**src/rtl/zsd_pkg.sv**
```systemverilog
`timescale 1ns/1ps
package zsd_pkg;
  // one slot of the lookahead line
  typedef struct packed {
    logic data;  // decoded bit
    logic mark;  // alternating mark still present
    logic lcv;   // violation flag carried with the bit
  } zsd_slot_t;
endpackage

```
**src/rtl/zsd_symbol_class.sv**
```systemverilog
`timescale 1ns/1ps
module zsd_symbol_class #(
  parameter int RUN_W = 3
) (
  input  logic             clk,
  input  logic             rst,
  input  logic             pos_i,
  input  logic             neg_i,
  input  logic [RUN_W-1:0] run_len_i,
  input  logic             flag_en_i,
  output logic             pulse_o,
  output logic             mark_o,
  output logic             viol_o,
  output logic             dbl_o,
  output logic             run_lcv_o
);
  logic             seen_q;
  logic             last_pos_q;
  logic [RUN_W-1:0] run_q;
  logic             single_pos;
  logic             single_neg;
  logic [RUN_W:0]   run_inc;

  assign single_pos = pos_i & ~neg_i;
  assign single_neg = neg_i & ~pos_i;
  assign pulse_o    = single_pos | single_neg;
  assign dbl_o      = pos_i & neg_i;
  // same polarity as the last single-rail pulse -> violation
  assign viol_o     = pulse_o & seen_q & (last_pos_q == single_pos);
  assign mark_o     = pulse_o & ~viol_o;
  assign run_inc    = {1'b0, run_q} + 1'b1;
  assign run_lcv_o  = ~pulse_o & flag_en_i & (run_inc >= {1'b0, run_len_i});

  always_ff @(posedge clk) begin
    if (rst) begin
      seen_q     <= 1'b0;
      last_pos_q <= 1'b0;
      run_q      <= '0;
    end else if (pulse_o) begin
      seen_q     <= 1'b1;
      last_pos_q <= single_pos;
      run_q      <= '0;
    end else if (run_q < run_len_i) begin
      run_q <= run_q + 1'b1;
    end
  end

  // two back-to-back opposite single-rail pulses never form a violation
  assert_alternate_no_viol_R9: assert property (@(posedge clk) disable iff (rst)
    (pulse_o && $past(pos_i ^ neg_i) && !$past(rst) && (pos_i != $past(pos_i)))
      |-> !viol_o);
endmodule

```
**src/rtl/zsd_subst_window.sv**
```systemverilog
`timescale 1ns/1ps
module zsd_subst_window
  import zsd_pkg::*;
#(
  parameter int DEPTH = 4,
  parameter int RUN_W = 3
) (
  input  logic             clk,
  input  logic             rst,
  input  logic             pulse_i,
  input  logic             mark_i,
  input  logic             viol_i,
  input  logic             dbl_i,
  input  logic             run_lcv_i,
  input  logic             subst_en_i,
  input  logic [RUN_W-1:0] sub_len_i,
  output logic             nrz_o,
  output logic             lcv_o
);
  zsd_slot_t sh_q  [DEPTH];
  zsd_slot_t sh_nx [DEPTH];
  logic      match;

  // slot 0 is the newest stored symbol; pattern oldest slot is sub_len-2
  always_comb begin
    match = subst_en_i & viol_i;
    for (int k = 0; k < DEPTH - 1; k++) begin
      if (k < int'(sub_len_i) - 2) begin
        if (sh_q[k].data) match = 1'b0;
      end else if (k == int'(sub_len_i) - 2) begin
        if (sh_q[k].data && !sh_q[k].mark) match = 1'b0;
      end
    end
  end

  always_comb begin
    sh_nx[0].data = pulse_i & ~match;
    sh_nx[0].mark = mark_i & ~match;
    sh_nx[0].lcv  = dbl_i | run_lcv_i | (subst_en_i & viol_i & ~match);
    for (int k = 1; k < DEPTH; k++) begin
      sh_nx[k] = sh_q[k-1];
      if (match && (k - 1 <= int'(sub_len_i) - 2)) begin
        sh_nx[k].data = 1'b0;
        sh_nx[k].mark = 1'b0;
      end
    end
  end

  generate
    for (genvar g = 0; g < DEPTH; g++) begin : g_slot
      always_ff @(posedge clk) begin
        if (rst) sh_q[g] <= '0;
        else     sh_q[g] <= sh_nx[g];
      end
    end
  endgenerate

  always_ff @(posedge clk) begin
    if (rst) begin
      nrz_o <= 1'b0;
      lcv_o <= 1'b0;
    end else begin
      nrz_o <= sh_q[DEPTH-1].data;
      lcv_o <= sh_q[DEPTH-1].lcv;
    end
  end
endmodule

```
**src/rtl/zsd_line_decoder.sv**
```systemverilog
`timescale 1ns/1ps
module zsd_line_decoder #(
  parameter int LAT      = 4,
  parameter int LEN_DS3  = 3,
  parameter int LEN_E3   = 4
) (
  input  logic clk,
  input  logic rst,
  input  logic pos_i,
  input  logic neg_i,
  input  logic mode_e3_i,
  input  logic dec_bypass_i,
  output logic nrz_o,
  output logic lcv_o
);
  localparam int RUN_W  = $clog2(LEN_E3 + 1);
  localparam int WARM   = LAT + 1;
  localparam int WARM_W = $clog2(WARM + 1);

  logic             pulse, mark, viol, dbl, run_lcv;
  logic             subst_en;
  logic [RUN_W-1:0] sub_len;
  logic [WARM_W-1:0] warm_q;

  assign subst_en = ~dec_bypass_i;
  assign sub_len  = mode_e3_i ? RUN_W'(LEN_E3) : RUN_W'(LEN_DS3);

  zsd_symbol_class #(.RUN_W(RUN_W)) u_class (
    .clk       (clk),
    .rst       (rst),
    .pos_i     (pos_i),
    .neg_i     (neg_i),
    .run_len_i (sub_len),
    .flag_en_i (subst_en),
    .pulse_o   (pulse),
    .mark_o    (mark),
    .viol_o    (viol),
    .dbl_o     (dbl),
    .run_lcv_o (run_lcv)
  );

  zsd_subst_window #(.DEPTH(LAT), .RUN_W(RUN_W)) u_window (
    .clk        (clk),
    .rst        (rst),
    .pulse_i    (pulse),
    .mark_i     (mark),
    .viol_i     (viol),
    .dbl_i      (dbl),
    .run_lcv_i  (run_lcv),
    .subst_en_i (subst_en),
    .sub_len_i  (sub_len),
    .nrz_o      (nrz_o),
    .lcv_o      (lcv_o)
  );

  // cycles since reset, used only to keep the checks below inside history
  always_ff @(posedge clk) begin
    if (rst)                      warm_q <= '0;
    else if (warm_q != WARM_W'(WARM)) warm_q <= warm_q + 1'b1;
  end

  assert_zero_in_zero_out_R2: assert property (@(posedge clk) disable iff (rst)
    (warm_q == WARM_W'(WARM) && !$past(pos_i ^ neg_i, 5)) |-> !nrz_o);

  assert_double_flag_R7: assert property (@(posedge clk) disable iff (rst)
    (warm_q == WARM_W'(WARM) && $past(pos_i && neg_i, 5)) |-> (lcv_o && !nrz_o));

  assert_bypass_ami_R8: assert property (@(posedge clk) disable iff (rst)
    (warm_q == WARM_W'(WARM) && $past(dec_bypass_i, 5) && $past(dec_bypass_i, 4) &&
     $past(dec_bypass_i, 3) && $past(dec_bypass_i, 2))
      |-> (nrz_o == $past(pos_i ^ neg_i, 5) && lcv_o == $past(pos_i && neg_i, 5)));
endmodule

```
**config.mk**
```make
export PLATFORM = sky130hd
export DESIGN_NAME = zsd_line_decoder
export DESIGN_NICKNAME = d
export VERILOG_FILES = /design/src/rtl/zsd_pkg.sv /design/src/rtl/zsd_symbol_class.sv /design/src/rtl/zsd_subst_window.sv /design/src/rtl/zsd_line_decoder.sv
export SDC_FILE = /design/constraint.sdc
export NUM_CORES = 1
export LEC_CHECK = 0
export ABC_AREA = 1
export BUFFER_PORTS_ARGS = -buffer_cell sky130_fd_sc_hd__clkbuf_2
export CORE_ASPECT_RATIO = 1.2
export CORE_MARGIN = 1
export CORE_UTILIZATION = 49
export DETAILED_ROUTE_END_ITERATION = 12
export PLACE_DENSITY = 0.75
export RECOVER_POWER = 50
export REMOVE_ABC_BUFFERS = 1
export SLEW_MARGIN = 10
export SYNTH_ARGS = -nofsm -noshare
export SYNTH_HDL_FRONTEND = slang
export SYNTH_SLANG_ARGS = --single-unit
```
**constraint.sdc**
```tcl
create_clock -name clk -period 1.6 [get_ports clk]
set_input_delay 0.08 -clock clk [delete_from_list [all_inputs] [get_ports clk]]
set_output_delay 0.08 -clock clk [all_outputs]
set_load 0.01 [all_outputs]
```
==> results of run 1 <==
-- cells in the mapped netlist, drive strengths merged --
| cell type | n |
|---|---|
| nand2 | 15 |
| ha | 9 |
| xor2 | 1 |
| a21oi | 6 |
| o21ai | 6 |
| nor2 | 15 |
| dfxtp | 18 |
| inv | 26 |
| nand3b | 1 |
| nand3 | 6 |
| buf | 1 |
-- worst reg2reg max path, delay by kind of cell (launching register included) --
family        cells  cell delay, ns
xor+xnor          1            0.19
fa+ha+maj         2            0.45
buf+inv           1            0.03
flops             1            0.40
simple gates      5            0.28
-- kinds of logic (layout without fill, tap and decap cells) --
group	Yosys count	after routing	synth area share
flops	18	18	0.4451
simple gates	37	37	0.2009
fa+ha+maj	9	9	0.1391
xor+xnor	1	1	0.01082
compound gates	12	12	0.07418
buf+inv	27	37	0.1298
-- per-layer routing --
metal | share of wire | GRT usage | wire, µm
met5 | 0 | 0 | 0
met4 | 0.011 | 0.08276 | 13
met3 | 0.034 | 0.04348 | 41
met2 | 0.49 | 0.2900 | 589
met1 | 0.46 | 0.1740 | 560
-- cell type report --
type	count	area [µm²]
repair buffers	7	32.53
inverters	26	97.59
fillers	143	595.6
well taps	17	21.27
flip-flops and latches	18	360.3
clock buffers	4	36.28
multi-input cells	59	339.1
-- path summary, 6_finish.rpt --
kind,cells after the start,slack (ns),endpoint
min reg2reg,2,0.41,u_window.sh_q[1][0]$_SDFF_PP0_
max,9,0.17,u_window.sh_q[0][0]$_SDFF_PP0_
min,2,0.08,u_window.sh_q[1][0]$_SDFF_PP0_
max reg2reg,9,0.17,u_window.sh_q[0][0]$_SDFF_PP0_
-- flip-flops by register name, indices dropped and copies added (netlist names) --
register,count
u_class.last_pos_q,1
u_class.run_q,3
u_class.seen_q,1
u_window.lcv_o,1
u_window.nrz_o,1
u_window.sh_q,11
-- through the flow --
stage               setup WS [ns]  std cells  hold WS [ns]  area [µm²]
floorplan                  0.2582        103        0.1491       802.0
global placement           0.2212        127        0.3753       858.3
detailed placement         0.1769        127        0.3830       858.3
CTS                        0.1574        131       0.06654       894.6
global route              0.05117        131       0.06901       887.1
finish                     0.1672        131       0.07574       887.1
-- where the power goes --
part           leakage (µW)  total (µW)  internal (µW)  switching [µW]
logic              0.000279         128           49.7            78.4
clock network     0.0000210         268            138             130
registers          0.000147         488            475            13.7
==> impl_metrics.tcl, run 1 <==
set metrics [dict create \
    total_power_uw 884.7 \
    grt_pass1_wl_mm 2.035 \
    crit_top_cell "nand2_1" \
    drt_wl_total_mm 1.205 \
    tightest_slew_ns 0.3505 \
    cts_tree "yes" \
    cts.repair.resized 0 \
    startpoint_type "flop" \
    cp_cell_sequence "ha_1, xor2_1, ha_1, nand2_1, nand2_1, nand2_1, nand3_1, nand2_1, inv_1" \
    root_buffer "clkbuf_4" \
    ys_types 15 \
    period_needed_ns 1.433 \
    cpPeakStageDelay_ns 0.40 \
    yosysTopAreaCell "dfxtp_1" \
    cap_violations 0 \
    grtUsageTotal 0.1639 \
    max_freq_mhz 697.9 \
    rows 15 \
    gp_congestion 0.7194 \
    postRouteAntennaNets 0 \
    fin_setup_tns_ns 0 \
    drt_iter0_markers 12 \
    port_buffers 7 \
    drtPass1Iterations 4 \
    dieArea_mm2 0.001819 \
    drc 0 \
    min_path_type "input port to flop" \
    crit_fanout 4 \
    diodes 0 \
    leakagePower_uw 0.0004476 \
    nets 130 \
    via_count 618 \
    setup_viol 0 \
    slowest_stage "dfxtp_1" \
    ys_seq_area_frac 0.4451 \
    grt_pass1_vias 542 \
    fin_skew_ns 0.006375 \
    num_io_pins 8 \
    relSlewSlack 0.7647 \
    numCtsBuffers 3 \
    grt_overflow 0 \
    area_delta_synth_final_pct 9.583 \
    grt_max_degree 11 \
    clk_latency_ns 0.28 \
    drv_slew 0 \
    synthDominantCellAreaShare 0.4451 \
    die_w_um 39.11 \
    path_delay_family "adder cells" \
    final_cell_mix "inv_1, dfxtp_1, nand2_1" \
    holdBufCountCts 0 \
    vdd_ir_drop_max_uv 565.6 \
    timing.critical_path.buf_inv 1 \
    initial_utilization 0.5460 \
    grt_antenna_before_repair 0 \
    yosys-top-cells-area "dfxtp_1, ha_1, inv_1" \
    synth_seq_cells 18 \
    endpoint_kind "flop" \
    crit_type "flop to flop" \
    synth_area_per_cell_um2 7.784 \
    clk_path_buf_depth 2 \
    dp_hpwl_um 920.5 \
    critPathLaunch "u_class.run_q[1]$_SDFFE_PP0N_" \
    finalCritPeriodShare 0.8955 \
    hold_start "rst" \
    powerDensity_mw_per_mm2 997.2 \
    layout_commonest_cell "inv_1" \
    h-tree-depth 1 \
    cp_data_arrival_time_ns 1.63 \
    reg2reg_from "u_class.run_q[1]$_SDFFE_PP0N_" \
    fp.dieH_um 46.53 \
    post-route-util 0.5983 \
    core_mm2 0.001483 \
    synthCells 104 \
    drive_gt1_frac 0.1053 \
    finalHoldViolCount 0 \
    post-cts-setup-buffers 0 \
    required_ns 1.80 \
    cts.clk_slew.worst_paths_ns 0.10 \
    yosys_warnings 0 \
    status "completed" \
    wire_per_inst_um 9.198 \
    syn_area_um2 809.5 \
    via_per_inst 4.718 \
    rsz0062_at_grt "no" \
    clock_sinks 18 \
]
No activity file was read; power rests on OpenSTA's default activity.
==> run 2: changes to the inputs <==
- CORE_UTILIZATION: 49 -> 45
- PLACE_DENSITY: 0.75 -> 0.7
==> run 2 against run 1 <==
Count of clock-buffer cells in the layout unchanged. Clock power increased by 3%. Register-to-register slack got worse by 0.03 ns. Wire length increased by 1.0%. Sequential power about the same. Total power increased by 0.90%. Combinational power about the same. Setup slack got worse by 0.027 ns. Sequential share of layout area decreased by 0.11 points. Non-clock buffer count unchanged. Global-route usage decreased by 0.29 points.
==> impl_metrics.tcl, run 2 (synthesis results as in run 1) <==
set metrics [dict create \
    placed_area_um2 859.6 \
    grt_overflow 0 \
    startpoint_type "flop" \
    dieArea_mm2 0.001973 \
    cts.clk_slew.worst_paths_ns 0.10 \
    drive_gt1_frac 0.09649 \
    num_io_pins 8 \
    layout_commonest_cell "inv_1" \
    h-tree-depth 1 \
    clk_path_buf_depth 2 \
    grt_pass1_vias 609 \
    cap_violations 0 \
    via_per_inst 4.629 \
    initial_utilization 0.4872 \
    holdPathStages 2 \
    drtPass1Iterations 3 \
    via_count 611 \
    powerDensity_mw_per_mm2 1003 \
    drt_wl_total_mm 1.217 \
    top_regs "u_window.sh_q x11, u_class.run_q x3" \
    clk_latency_ns 0.29 \
    endpoint_kind "flop" \
    rsz0062_at_grt "no" \
    hold_start "rst" \
    cts.repair.resized 0 \
    r2r_end "u_window.sh_q[0][0]$_SDFF_PP0_" \
    core_mm2 0.001662 \
    period_needed_ns 1.460 \
    final-seq-area_um2 360.3 \
    reg2reg_from "u_class.run_q[0]$_SDFFE_PP0N_" \
    tightest_slew_ns 0.3783 \
    fp.dieH_um 48.46 \
    required_ns 1.80 \
    area_delta_synth_final_pct 9.892 \
    drv_slew 0 \
    cpPeakStageDelay_ns 0.35 \
    relSlewSlack 0.7461 \
    wire_per_inst_um 9.220 \
    status "completed" \
    setup_ws_ns 0.1399 \
    grt_max_degree 11 \
    grt_antenna_before_repair 0 \
    registers.top_by_ff_count "u_window.sh_q" \
    grt_pass1_wl_mm 2.277 \
    total_power_uw 892.6 \
    leakagePower_uw 0.0004459 \
    finalHoldViolCount 0 \
    final_cell_mix "inv_1, dfxtp_1, nor2_1, nand2_1, ha_1" \
    port_buffers 7 \
    dp_hpwl_um 936 \
    min_to "u_window.sh_q[1][0]$_SDFF_PP0_" \
    multi_input_area_um2 341.6 \
    crit_top_cell "nand2_1" \
    nFillCells 173 \
    clock_sinks 18 \
    crit_fanout 4 \
    dp_slack_ns 0.1839 \
    postRouteAntennaNets 0 \
    min_path_type "input port to flop" \
    max_freq_mhz 684.9 \
    gp_congestion 0.7209 \
    cp_cell_sequence "ha_1, ha_1, nand2_1, nand2_1, nand2_1, nand2_1, nand2_1, nand3_1, nand2_1, inv_1" \
    setup_viol 0 \
    holdBufCountCts 0 \
    nets 130 \
    drc 0 \
    r2r_cells 10 \
    root_buffer "clkbuf_4" \
    r2r_slack_ns 0.14 \
    slowest_stage "dfxtp_1" \
    cp_data_arrival_time_ns 1.66 \
    largest_reg_flops 11 \
    die_w_um 40.72 \
    vdd_ir_drop_max_uv 546.9 \
    post-cts-setup-buffers 0 \
    finalCritPeriodShare 0.9126 \
    fin_skew_ns 0.005869 \
    diodes 0 \
    post-route-util 0.5354 \
    numCtsBuffers 3 \
    finalInstanceArea_um2 889.6 \
    cts_tree "yes" \
    crit_type "flop to flop" \
    drt_iter0_markers 5 \
    rows 16 \
    fin_setup_tns_ns 0 \
    grtUsageTotal 0.1610 \
]
run 2: stage by stage:
stage	std cells	hold slack, ns
after floorplan	103	0.1491
after CTS	132	0.06945
final	132	0.07405
after detailed placement	128	0.3861
after global routing	132	0.07213
after global placement	128	0.3815
run 2: area by class of cell:
type / count / share of cell area
Clock buffer: 4 / 0.04079
Multi-Input combinational cell: 59 / 0.3840
Sequential cell: 18 / 0.4051
Tap cell: 18 / 0.02532
Inverter: 26 / 0.1097
Timing Repair Buffer: 7 / 0.03516
run 2: report_power, final:
| group | switching, µW | internal, µW |
|---|---|---|
| Sequential | 13.9 | 475 |
| Clock | 136 | 139 |
| Combinational | 79.9 | 49.4 |
run 2: worst max-delay path, delay by kind of cell (launching register included):
family | cells | cell delay (ns)
AND/OR/NAND/NOR | 7 | 0.38
flip-flops | 1 | 0.35
buffers and inverters | 1 | 0.04
adder cells (fa/ha/maj) | 2 | 0.60
run 2: routing by layer:
layer	vias to the layer above	wire length [µm]	global-route usage
met2	12	608	0.2513
met4	0	14	0.06667
li1	332	-	-
met1	265	544	0.2094
met3	2	50	0.02752
met5	-	0	0
run 2: how the worst max path moves through the flow:
stage	endpoint	startpoint	slack, ns
2_1_floorplan	u_window.sh_q[0][0]$_SDFF_PP0_	u_class.run_q[0]$_SDFFE_PP0N_	0.26
3_3_place_gp	u_window.sh_q[0][0]$_SDFF_PP0_	u_class.run_q[1]$_SDFFE_PP0N_	0.23
3_5_place_dp	u_window.sh_q[0][0]$_SDFF_PP0_	u_class.run_q[0]$_SDFFE_PP0N_	0.18
4_1_cts	u_window.sh_q[0][0]$_SDFF_PP0_	u_class.run_q[0]$_SDFFE_PP0N_	0.15
5_1_grt	u_window.sh_q[0][0]$_SDFF_PP0_	u_class.run_q[1]$_SDFFE_PP0N_	0.02
6_report	u_window.sh_q[0][0]$_SDFF_PP0_	u_class.run_q[0]$_SDFFE_PP0N_	0.14
